[src/rtl/refsched_pkg.sv]
package refsched_pkg;
  localparam int NBANK = 8;
  localparam logic [4:0] CODE_HOT = 5'd31;

  typedef enum logic [1:0] {
    ORG_8B   = 2'd0,
    ORG_16B  = 2'd1,
    ORG_BG   = 2'd2,
    ORG_RSVD = 2'd3
  } org_t;

  // interval multiplier expressed in eighths of the base interval
  function automatic logic [6:0] rate_eighths(input logic [4:0] c);
    case (c)
      5'd1:    return 7'd64;
      5'd2:    return 7'd48;
      5'd3:    return 7'd32;
      5'd4:    return 7'd26;
      5'd5:    return 7'd20;
      5'd6:    return 7'd16;
      5'd7:    return 7'd14;
      5'd8:    return 7'd10;
      5'd9:    return 7'd8;
      5'd10:   return 7'd6;
      5'd11:   return 7'd4;
      5'd12:   return 7'd2;
      5'd13:   return 7'd2;
      5'd14:   return 7'd1;
      5'd15:   return 7'd1;
      CODE_HOT: return 7'd1;
      default: return 7'd8;
    endcase
  endfunction

  // postpone / pull-in allowance in all-bank refreshes
  function automatic logic [3:0] pull_limit(input logic [4:0] c);
    case (c)
      5'd1, 5'd2: return 4'd1;
      5'd3, 5'd4: return 4'd2;
      5'd5:       return 4'd3;
      5'd6:       return 4'd4;
      5'd7:       return 4'd5;
      5'd8:       return 4'd6;
      default:    return 4'd8;
    endcase
  endfunction
endpackage

[src/rtl/refi_timer.sv]
module refi_timer
  import refsched_pkg::*;
#(
  parameter int BASE_TICKS = 64
) (
  input  logic       clk,
  input  logic       rst,
  input  logic       tick,
  input  logic [4:0] rate_code,
  output logic       due
);
  localparam int PW = $clog2(BASE_TICKS) + 8;
  localparam int IW = PW - 3;

  logic [PW-1:0] prod;
  logic [IW-1:0] intv;
  logic [IW-1:0] cnt;
  logic [IW:0]   cnt_inc;

  always_comb begin
    prod = PW'(BASE_TICKS) * PW'(rate_eighths(rate_code));
    intv = prod[PW-1:3];
    if (intv == '0) intv = IW'(1);
  end

  assign cnt_inc = {1'b0, cnt} + (IW+1)'(1);
  assign due     = tick && (cnt_inc >= {1'b0, intv});

  always_ff @(posedge clk) begin
    if (rst)       cnt <= '0;
    else if (due)  cnt <= '0;
    else if (tick) cnt <= cnt_inc[IW-1:0];
  end
endmodule

[src/rtl/refresh_debt.sv]
module refresh_debt
  import refsched_pkg::*;
#(
  parameter int DEBT_W = 10
) (
  input  logic                     clk,
  input  logic                     rst,
  input  logic                     due,
  input  logic                     take_all,
  input  logic                     take_pb,
  input  logic                     skip,
  input  logic [4:0]               rate_code,
  output logic signed [DEBT_W-1:0] debt,
  output logic                     owed,
  output logic                     room_all,
  output logic                     room_pb,
  output logic                     urgent_lvl
);
  localparam logic signed [DEBT_W-1:0] ONE   = DEBT_W'(1);
  localparam logic signed [DEBT_W-1:0] EIGHT = DEBT_W'(8);
  localparam logic signed [DEBT_W-1:0] TOP   = DEBT_W'((1 << (DEBT_W-1)) - 9);

  logic signed [DEBT_W-1:0] lim8;
  logic signed [DEBT_W-1:0] debt_n;

  assign lim8 = $signed(DEBT_W'({pull_limit(rate_code), 3'b000}));

  assign owed       = debt > 0;
  assign room_all   = (debt - EIGHT) >= -lim8;
  assign room_pb    = (debt - ONE) >= -lim8;
  assign urgent_lvl = debt >= lim8;

  always_comb begin
    debt_n = debt;
    if (due && debt < TOP)  debt_n = debt_n + EIGHT;
    if (take_all || skip)   debt_n = debt_n - EIGHT;
    else if (take_pb)       debt_n = debt_n - ONE;
  end

  always_ff @(posedge clk) begin
    if (rst) debt <= '0;
    else     debt <= debt_n;
  end
endmodule

[src/rtl/bank_rotator.sv]
module bank_rotator
  import refsched_pkg::*;
#(
  parameter int BANKS = NBANK,
  localparam int BW   = $clog2(BANKS)
) (
  input  logic          clk,
  input  logic          rst,
  input  logic          take_pb,
  input  logic          take_all,
  input  logic          skip,
  output logic [BW-1:0] next_bank,
  output logic          grp_empty,
  output logic [2:0]    seg
);
  logic [BANKS-1:0] cov;
  logic [BANKS-1:0] cov_set;
  logic [BANKS-1:0] pick;
  logic             found;

  always_comb begin
    next_bank = '0;
    found     = 1'b0;
    for (int i = 0; i < BANKS; i++) begin
      if (!found && !cov[i]) begin
        next_bank = BW'(i);
        found     = 1'b1;
      end
    end
  end

  for (genvar g = 0; g < BANKS; g++) begin : g_pick
    assign pick[g] = (next_bank == BW'(g));
  end

  assign cov_set   = cov | pick;
  assign grp_empty = (cov == '0);

  always_ff @(posedge clk) begin
    if (rst) begin
      cov <= '0;
      seg <= '0;
    end else if (take_pb) begin
      if (&cov_set) begin
        cov <= '0;
        seg <= seg + 3'd1;
      end else begin
        cov <= cov_set;
      end
    end else if (take_all || skip) begin
      seg <= seg + 3'd1;
    end
  end
endmodule

[src/rtl/refresh_sched.sv]
module refresh_sched
  import refsched_pkg::*;
#(
  parameter int BASE_TICKS = 64,
  parameter int DEBT_W     = 10
) (
  input  logic       clk,
  input  logic       rst,
  input  logic       tick,
  input  logic [4:0] rate_code,
  input  logic [1:0] bank_mode,
  input  logic       use_per_bank,
  input  logic       par_enable,
  input  logic [7:0] seg_mask,
  input  logic       grant,
  output logic       req_valid,
  output logic       req_all_bank,
  output logic       req_urgent,
  output logic [2:0] req_ba,
  output logic [1:0] req_bg,
  output logic       overtemp_err
);
  logic                     due;
  logic signed [DEBT_W-1:0] debt;
  logic                     owed, room_all, room_pb, urgent_lvl;
  logic [2:0]               next_bank;
  logic [2:0]               seg;
  logic                     grp_empty;
  logic                     blocked, skip, want_all, take;
  logic                     take_all, take_pb;
  org_t                     org;

  refi_timer #(.BASE_TICKS(BASE_TICKS)) u_timer (
    .clk(clk), .rst(rst), .tick(tick), .rate_code(rate_code), .due(due)
  );

  refresh_debt #(.DEBT_W(DEBT_W)) u_debt (
    .clk(clk), .rst(rst), .due(due), .take_all(take_all), .take_pb(take_pb),
    .skip(skip), .rate_code(rate_code), .debt(debt), .owed(owed),
    .room_all(room_all), .room_pb(room_pb), .urgent_lvl(urgent_lvl)
  );

  bank_rotator #(.BANKS(NBANK)) u_rot (
    .clk(clk), .rst(rst), .take_pb(take_pb), .take_all(take_all), .skip(skip),
    .next_bank(next_bank), .grp_empty(grp_empty), .seg(seg)
  );

  assign blocked  = par_enable && seg_mask[seg] && grp_empty;
  assign skip     = blocked && owed;
  assign want_all = !use_per_bank && grp_empty;

  assign req_all_bank = want_all;
  assign req_valid    = !blocked && (want_all ? room_all : room_pb);
  assign req_urgent   = !blocked && urgent_lvl;

  assign take     = grant && req_valid;
  assign take_all = take && want_all;
  assign take_pb  = take && !want_all;

  assign org = org_t'(bank_mode);

  always_comb begin
    case (org)
      ORG_BG: begin
        req_bg = {1'b0, next_bank[2]};
        req_ba = {1'b0, next_bank[1:0]};
      end
      default: begin
        req_bg = 2'b00;
        req_ba = next_bank;
      end
    endcase
  end

  always_ff @(posedge clk) begin
    if (rst) overtemp_err <= 1'b0;
    else     overtemp_err <= (rate_code == CODE_HOT);
  end
endmodule

[config.mk]
export PLATFORM = sky130hd
export DESIGN_NAME = refresh_sched
export DESIGN_NICKNAME = d
export VERILOG_FILES = /design/src/rtl/refsched_pkg.sv /design/src/rtl/refi_timer.sv /design/src/rtl/refresh_debt.sv /design/src/rtl/bank_rotator.sv /design/src/rtl/refresh_sched.sv
export SDC_FILE = /design/constraint.sdc
export NUM_CORES = 1
export LEC_CHECK = 0
export BUFFER_PORTS_ARGS = -buffer_cell sky130_fd_sc_hd__buf_2
export CAP_MARGIN = 20
export CORE_MARGIN = 4
export CORE_UTILIZATION = 54
export DETAILED_ROUTE_END_ITERATION = 16
export GPL_TIMING_DRIVEN = 0
export PLACE_DENSITY = 0.74
export SKIP_CTS_REPAIR_TIMING = 1
export SLEW_MARGIN = 25
export SYNTH_ARGS = -nofsm -noshare
export SYNTH_HDL_FRONTEND = slang
export SYNTH_SLANG_ARGS = --single-unit
[constraint.sdc]
create_clock -name clk -period 14.35 [get_ports clk]
set_input_delay 2.87 -clock clk [delete_from_list [all_inputs] [get_ports clk]]
set_output_delay 2.87 -clock clk [all_outputs]
set_load 0.05 [all_outputs]
---- After elaboration in Yosys (flattened, before gate mapping) ----
Memories as Yosys holds them, arrays and structs flattened.
Cells that the tools add are included.
W data, S select, Z words.
storage, ports and cells
  bits in registers ....................... 33
  latch bits .............................. 0
  bits in writable memories ............... 0
  ROM bits ................................ 288
  bits of input ports ..................... 21
  output and inout port bits .............. 9
  word-level logic and storage cells ...... 103
  memories kept ........................... 2
cells by class
  $add $sub $neg .......................... 8
  multiply operators ...................... 0
  div/mod/pow operators ................... 0
  magnitude comparators ................... 7
  eq/ne operators ......................... 10
  shift operators ......................... 0
  multiplexer cells ....................... 28
  bitwise operators ....................... 1
  reduce and logical (&&, ||, !) cells .... 42
memories
  memory            depth  bits a word  read ports  clocked after memory_dff  wr ports  line                RTL
  (name not given)  32     7            1           0                         0         refsched_pkg.sv:14  case (c)
  (name not given)  16     4            1           0                         0         refsched_pkg.sv:37  case (c)
operator list
  cell                     number
  $mux W10                 4
  $mux W3                  10
  $ge A10 B10 Y1           2
  $sub A10 B2 Y10 const B  2
  $sub A10 B5 Y10 const B  2
  $logic_and A1 B1 Y1      18
  $logic_not A1 Y1         16
  $add A11 B1 Y12 const B  1
  $eq A3 B3 Y1 const B     4
  $ge A12 B10 Y1           1
  $logic_not A11 Y1        1
  $mux W1                  11
  $add A10 B5 Y10 const B  1
  $ge A10 B8 Y1            1
  $gt A10 B1 Y1 const B    1
  $lt A10 B10 Y1 const B   1
  $neg A7 Y10              1
  $logic_not A8 Y1         1
  $mux W8                  1
  $or A8 B8 Y8             1
  $reduce_and A8 Y1        1
  $eq A3 B2 Y1 const B     2
  $eq A5 B5 Y1 const B     1
  $lt A3 B4 Y1 const B     1
  other kinds (11)         11

---- Logic depth before layout (Yosys ltp) ----
Gate-level depths: netlist (run 1).
  depth after elaboration ................. 26
  mapped depth ............................ 22
  gate-level depth less buffers ........... 22

---- Hierarchy ----
A second synthesis (run 1) with hierarchy kept.
second synthesis, totals
  cells, all modules ...................... 445
  area total of the unflattened synthesis .. 3574.7 um^2
by module, submodules not included
  module         instances  cells an instance  area an instance (um^2)  seq. area each (um^2)
  refresh_debt   1          199                1572.8                   200.2
  refi_timer     1          131                1049.8                   220.2
  bank_rotator   1          87                 734.5                    220.2
  refresh_sched  1          28                 217.7                    20.0

---- Worst setup path before layout (run 1) ----
OpenSTA, ideal clock, no wires.
  kind .................................... in2out
  start ................................... input rate_code[1]
  end ..................................... output req_valid
  arrival time ............................ 5.704 ns
  required time ........................... 11.480 ns
  slack ................................... 5.776 ns
  stages on the path ...................... 13
  buffers on the path ..................... 0
  path through ............................ inv_1 > ha_1 > nor2b_1 > a21oi_1 > or2_2 > ha_1 > xor2_1 > ha_1 > o211ai_1 > nand2_1 > a41oi_1 > nand3b_1 > a21oi_1
between the ends
  cells in the longest elaborated chain, start to end .. 6
  elaborated cells between the ends (all ways) .. 7
  those cells by class .................... add/sub (1); order compare (2); mux (2); reduce/logical (1); memory (1)
ends and longest elaborated chain
  item                               line                                    RTL
  from (decl)                        refresh_sched.sv:10                     input logic [4:0] rate_code,
  $mem_v2 Z16 W4 (*)                 --
  $mux W4 (*)                        refsched_pkg.sv:37
  $neg A7 Y10 (*)                    refresh_debt.sv:29, refresh_debt.sv:30
  $ge A10 B10 Y1 (on tied branches)  refresh_debt.sv:30, refresh_debt.sv:29
  $mux W1 (*)                        refresh_sched.sv:53                     assign req_valid = !blocked && (want_all ? room_all : room_pb);
  $logic_and A1 B1 Y1 (*)            refresh_sched.sv:53
  to (decl)                          refresh_sched.sv:16                     output logic req_valid,
Mark *: on every way between the ends. The rest lies on a longest branch, timed or not.

---- Final worst setup path (run 1) ----
Ends and elaborated chain as after synthesis.

==> results of run 1 <==
==> state kept, by name, indices dropped and copies added (netlist names) <==
name	count
u_rot.seg	3
u_timer.cnt	11
overtemp_err	1
u_rot.cov	8
u_debt.debt	10
==> cell usage in the layout (no fill, tap or decap), drive strengths merged, types with 2 or more instances in the layout <==
| master | count |
|---|---|
| nor3 | 14 |
| o211ai | 6 |
| mux2 | 3 |
| a22oi | 3 |
| a211oi | 8 |
| and3 | 5 |
| nand3b | 2 |
| nor2 | 46 |
| nand3 | 17 |
| o21ai | 16 |
| nand4 | 11 |
| a21boi | 2 |
| o31ai | 2 |
| xnor2 | 21 |
| nor4b | 3 |
| nand2 | 30 |
| xor2 | 23 |
| clkbuf | 17 |
| ha | 40 |
| nor4 | 6 |
| nor3b | 4 |
| dfxtp | 33 |
| a31oi | 7 |
| a21oi | 23 |
| or2 | 4 |
| buf | 37 |
| mux2i | 8 |
| nor2b | 16 |
| nand2b | 5 |
| inv | 20 |
| a41oi | 2 |
==> report_power, final <==
| part | total (mW) | switching (mW) | leakage, nW | internal [mW] |
|---|---|---|---|---|
| clock network | 0.0895 | 0.0329 | 0.0585 | 0.0566 |
| logic | 0.418 | 0.249 | 1.20 | 0.169 |
| registers | 0.122 | 0.0145 | 0.268 | 0.107 |
==> Yosys cell counts, types with 14 or more instances <==
cell type,count,area share
xor2_1,23,0.062
o21ai_0,15,0.023
nand3_1,17,0.026
a21oi_1,23,0.036
nor3_1,14,0.022
nor2b_1,16,0.031
dfxtp_1,33,0.20
nand2_1,30,0.035
ha_1,40,0.15
xnor2_1,21,0.057
inv_1,20,0.023
nor2_1,45,0.052
==> cells by family (layout without fill, tap and decap cells) <==
logic type | Yosys count | in the layout | synth area share
AND/OR/NAND/NOR | 168 | 168 | 0.266
AO/OA/AOI/OAI | 76 | 76 | 0.156
XOR/XNOR | 44 | 44 | 0.119
adder cells (fa/ha/maj) | 41 | 41 | 0.158
buffers and inverters | 41 | 76 | 0.0530
flip-flops | 33 | 33 | 0.204
multiplexers | 12 | 12 | 0.0433
other | 1 | 1 | 0.00116
==> layer usage <==
metal | GRT usage | vias up
met5 | 0 | -
met4 | 0.0489 | 0
met3 | 0.0359 | 10
met2 | 0.335 | 50
met1 | 0.277 | 1350
li1 | - | 1544
==> metrics by stage <==
| stage | std cells | area [µm²] | utilization | hold WS (ps) |
|---|---|---|---|---|
| final | 523 | 3580 | 0.634 | 487 |
| after global routing | 523 | 3580 | 0.634 | 532 |
| after CTS | 523 | 3580 | 0.634 | 488 |
| after detailed placement | 515 | 3460 | 0.613 | 479 |
| after global placement | 515 | 3460 | 0.613 | 474 |
| after floorplan | 416 | 3240 | - | 466 |
==> cell type report <==
type                       count  area, µm²  share of cell area
buffer                        20       92.6              0.0259
tap                           72       90.1              0.0252
multi-input combinational    342       2400               0.672
inverter                      21       78.8              0.0220
timing repair buffer          27        135              0.0378
clock buffer                   7       86.3              0.0241
clock inverter                 1       30.0             0.00839
sequential                    33        661               0.185
==> worst max path at each step <==
stage / from / slack (ps) / endpoint / cells after the start
finish: rate_code[1] / 5610 / req_valid / 15
CTS: rate_code[1] / 5600 / req_valid / 15
global route: rate_code[1] / 5310 / req_valid / 15
global placement: rate_code[1] / 5680 / req_valid / 15
floorplan: rate_code[1] / 5780 / req_valid / 13
detailed placement: rate_code[1] / 5620 / req_valid / 15
==> out/qor.txt, run 1 <==
Final Power: 629 µW
Horiz. Die Dim: 85.4 µm
Worst VDD drop: 0.000128 V
Nets: 511
Metal3 WL: 230 µm
R2R cell count: 18
Mapped Area: 3240 µm²
Critical-path maximum fanout: 7
Final WS setup: 5610 ps
Critical R2R Launch: u_timer.cnt[0]
# rows: 27
Final Setup Violations: 0
Share of cells above drive strength 1: 0.118
Clock-pin slew on the worst setup and hold paths: 70 ps
H-tree levels: 2
Clk sinks: 33
Die height: 85.4 µm
Worst hold path type: register to register
Peak per-stage delay on the critical path: 350 ps
WHS Path Cells: 1
I/O Pins: 30
Setup TNS: 0 ps
Setup repair after global routing missed its margin: no
Crit path cell chain: buf_2 -> inv_1 -> ha_1 -> nor2b_1 -> a21oi_1 -> or2_2 -> ha_1 -> xor2_1 -> ha_1 -> a21oi_1 -> nand2_1 -> a41oi_1 -> nand3b_1 -> a21oi_1 -> buf_2
Initial antenna violation count: 0
CP max-delay cell: a41oi_1
Least-Margin Pin Slew: 732 ps
CTS tree: built
Root buffer cell: clkbuf_8
Routed WL per cell: 13.7 µm
Drt initial violations: 189
Initial Util: 0.574
Via count: 2954
Number of max-cap violations: 0
Hold Fails Final Rpt: 0
R2r setup slk: 9550 ps
DR top layer: met4
DRC: 0
Core ar.: 5640 µm²
Hold EP: u_timer.cnt[10]
Average size of a mapped cell: 7.78 µm²
Ant diodes: 0
Syn Inst Count: 416
Number of synthesized register bits: 33
Worst path bufs/invs: 3
R2r endpoint: u_debt.debt[7]
P_leak: 1.52 nW
Post-route ant nets: 0
Hold Crit Start: u_timer.cnt[10]
Filler cells: 538
Synth unique cells: 57
Vias per cell: 5.65
All-layer global routing usage: 0.204
Largest net degree at the start of global routing: 11
Yosys warns: 0
Worst path arrival time: 5870 ps
Final clock skew: 8.39 ps
Metal2 WL: 3380 µm
PortBufs: 27
Number of global-route vias before repair: 2755
CP Capture Type: output pin
Final wirelength: 7140 µm
First-pass GRT wire length: 12400 µm
Maximum clock insertion buffer count: 2
Relative slew slack: 0.509
Critical Path RT: 11480 ps
Area grow syn2layout: 10.6%
Drt pass-1 iters: 4
GPL Wtd Cong: 0.822
Clock buffer count from CTS: 5
Tmin final: 8740 ps
Delay-heaviest family, CP: simple AND/OR/NAND/NOR gates
Setup Slack @ Placement: 5620 ps
Remaining Overflow, GRT: 0
Syn_nets: 477
PwrDens: 176 nW/µm²
WL met1: 3450 µm
Worst Setup Path Type: primary input to output pin
Top_reg_cell synth: dfxtp_1
Max Clk Rate: 114 MHz
Final Cycle Share: 0.609
Die ar.: 7290 µm²
Asr flop ratio synth: 0
Clock insertion delay at the later pin of the skew report: 280 ps
Post-synth EDFFs: 0
Hpwl dp: 5680 µm
Startpoint types: primary input
Sequential area share after synthesis: 0.204
Outcome: finished, final reports clean
Pins Over Slew Limit: 0
Note: power is estimated with default switching activity, not from simulation.
==> run 2: changes to the inputs <==
ABC_AREA = 1   (was not set)
PLACE_DENSITY = 0.73   (was 0.74)
clock period = 9.15 ns   (was 14.35 ns; I/O delays follow)
==> run 2 against run 1 <==
Compared with the run above: critical path depth rose by 5; clock skew decreased by 4.5 ps; register-to-register slack lost 4000 ps; final area rose by 6.4%; area after synthesis grew 8.1%; setup slack worse by 2900 ps; routed wire length grew 8.6%; count of clock-buffer cells in the layout decreased by 1; global-route usage grew 0.98 points; critical path type unchanged.
==> out/qor.txt, run 2 <==
Outcome: finished, final reports clean
Core ar.: 6310 µm² (+12%)
First-pass GRT wire length: 13600 µm (+10%)
Commonest non-fill, non-tap cells in the layout: nand2_1 (125), inv_1 (76), nor2_1 (75)
Worst VDD drop: 0.000252 V (+97%)
Number of global-route vias before repair: 3111 (+13%)
CTS tree: built
Cells after DPL: 644 (+25%)
Design area: 3810 µm² (+6.4%)
Final Setup Violations: 0 (unchanged)
Final Power: 1.00 mW (+59%)
Reg power frac: 0.201 (+0.008)
I/O Pins: 30 (unchanged)
Die height: 88.5 µm (+3.6%)
DRC: 0 (unchanged)
Vias per cell: 5.13 (-9.2%)
CP max-delay cell: ha_1
Asr flop ratio synth: 0 (unchanged)
Clock-pin slew on the worst setup and hold paths: 60 ps (about the same)
PortBufs: 26 (-3.7%)
Comb power frac: 0.694 (+0.030)
Post-route ant nets: 0 (unchanged)
Post-synth EDFFs: 0 (unchanged)
GPL Wtd Cong: 0.911 (+11%)
Commonest non-fill, non-tap cell in the layout: nand2_1
Horiz. Die Dim: 88.5 µm (+3.6%)
# rows: 29 (+7.4%)
Commonest cells post-synth: nand2_1 (125), inv_1 (76), nor2_1 (75), ha_1 (41), dfxtp_1 (33)
Drt pass-1 iters: 4 (unchanged)
Placed cell area: 3720 µm² (+7.6%)
Worst Setup Path Type: primary input to output pin
Syn Inst Count: 541 (+30%)
H-tree levels: 2 (unchanged)
Pins Over Slew Limit: 0 (unchanged)
Most area-consuming cells after synthesis: dfxtp_1 (19%), ha_1 (15%), nand2_1 (13%)
Final WS setup: 2680 ps (-2930 ps)
Largest registers: u_timer.cnt x11, u_debt.debt x10, u_rot.cov x8
Multi-input gate area: 2470 µm² (+3.0%)
Initial Util: 0.554 (-0.0196)
Crit path cell chain: buf_2 -> inv_1 -> ha_1 -> inv_1 -> o21ai_0 -> nand2_1 -> ha_1 -> nand2_1 -> nor2_1 -> ha_1 -> nand2_1 -> nor2_1 -> nand2_1 -> nand3_1 -> nand2_1 -> inv_1 -> nor2_1 -> nor2_1 -> and2_1 -> buf_2
Storage element area: 661 µm² (unchanged)
Sequential area share after synthesis: 0.189 (-0.0153)
Number of flip-flops in the largest register: 11 (unchanged)
Drt initial violations: 184 (-2.6%)
All-layer global routing usage: 0.214 (+0.00976)
Top_reg_cell synth: dfxtp_1
Tmin final: 6470 ps
Mapped Area: 3500 µm² (+8.1%)
Non-Filler Instances: 652 (+25%)
Peak per-stage delay on the critical path: 300 ps (-50 ps)
Final clock skew: 3.87 ps (-4.52 ps)
Share of cells above drive strength 1: 0.134 (+0.0164)
Most used cell, CP: nand2_1
Utilization after layout: 0.603 (-0.0312)
Number of synthesized register bits: 33 (unchanged)
Die ar.: 7830 µm² (+7.3%)
Leading area contributor after synthesis: dfxtp_1
Routed WL per cell: 11.9 µm (-13%)
Yosys warns: 0 (unchanged)
PwrDens: 263 nW/µm² (+50%)
Remaining Overflow, GRT: 0 (unchanged)
Final Cycle Share: 0.707
Most frequent cell after synthesis: nand2_1
Setup repair after global routing missed its margin: no
Clk sinks: 33 (unchanged)
Critical-path maximum fanout: 5 (-2)
Average size of a mapped cell: 6.46 µm² (-17%)
Sw frac: 0.530 (+0.0590)
Initial antenna violation count: 0 (unchanged)
Clock insertion delay at the later pin of the skew report: 280 ps (about the same)
Clock buffer count from CTS: 5 (unchanged)
Area grow syn2layout: 8.84%
Final wirelength: 7760 µm (+8.6%)
Root buffer cell: clkbuf_8
Worst path arrival time: 4640 ps (-1230 ps)
Nets: 636 (+24%)
Maximum clock insertion buffer count: 2 (unchanged)
Hold Fails Final Rpt: 0 (unchanged)
Setup Slack @ Placement: 2620 ps (-3000 ps)
Largest net degree at the start of global routing: 11 (unchanged)
Yosys top cell area share: 0.189 (-0.0153)
Syn_nets: 603 (+26%)
P_leak: 1.98 nW (+30%)
Fin Hold WS: 497 ps (+9.92 ps)
Hpwl dp: 6430 µm (+13%)
NetSw: 531 µW (+79%)
Number of max-cap violations: 0 (unchanged)
Synth unique cells: 40 (-30%)
Ant diodes: 0 (unchanged)
CP Capture Type: output pin
Filler cells: 652 (+21%)
Worst hold path type: register to register
Clock power share: 0.105 (-0.037)
Max Clk Rate: 155 MHz
Via count: 3345 (+13%)
Setup TNS: 0 ps (unchanged)
Int Pwr: 470 µW (+41%)
Critical Path RT: 7320 ps (-4160 ps)
Largest register by flop count: u_timer.cnt
Startpoint types: primary input
run 2: changes by cell type in the layout (fill, tap and decap cells not counted), moves of 7 or more:
| cell | delta |
|---|---|
| a31oi_1 | -7 |
| inv_1 | +56 |
| mux2i_1 | -8 |
| nand2_1 | +95 |
| nand2_2 | +12 |
| nor2_1 | +30 |
| nor2_2 | +7 |
| nor2b_1 | -16 |
| xnor2_1 | -17 |
run 2: layer usage:
metal / track usage / vias up / wire, µm
li1: - / 1799 / -
met1: 0.274 / 1484 / 3550
met2: 0.371 / 48 / 3880
met3: 0.0317 / 14 / 202
met4: 0.0632 / 0 / 120
met5: 0 / - / 0
run 2: kinds of logic after synthesis:
logic type / synth area share
xor gates and xnor gates: 0.0701
AOI/OAI and AO/OA: 0.104
and+or+nand+nor: 0.385
adders and majority gates: 0.147
buffers and inverters: 0.103
DFF: 0.189
other: 0.00107
run 2: power by group through the flow:
| stage | Combinational, mW | Sequential, mW | Clock, mW |
|---|---|---|---|
| 2_1_floorplan | 0.559 | 0.195 | 0 |
| 3_3_place_gp | 0.671 | 0.202 | 0 |
| 3_5_place_dp | 0.697 | 0.204 | 0 |
| 4_1_cts | 0.700 | 0.201 | 0.110 |
| 5_1_grt | 0.796 | 0.206 | 0.117 |
| 6_report | 0.695 | 0.201 | 0.105 |
run 2: worst max-delay path: cells and delay by family:
| family | cells | cell delay, ps |
|---|---|---|
| and+or+nand+nor | 11 | 1380 |
| buffers and inverters | 5 | 580 |
| adders and majority gates | 3 | 790 |
| AOI/OAI and AO/OA | 1 | 70 |
run 2: final timing paths:
check                 start             end  depth (start not counted)  slack, ps
max            rate_code[0]       req_valid                         20       2680
min          u_timer.cnt[8]  u_timer.cnt[8]                          2        500
max reg2reg  u_debt.debt[3]  u_debt.debt[6]                         21       5540
min reg2reg  u_timer.cnt[8]  u_timer.cnt[8]                          2        500
run 2: final cells by class:
class | instances | area share
clock buffer | 6 | 0.0191
tap | 77 | 0.0253
multi-input combinational | 420 | 0.650
inverter | 77 | 0.0759
sequential | 33 | 0.174
buffer | 11 | 0.0191
clock inverter | 2 | 0.00263
timing repair buffer | 26 | 0.0342
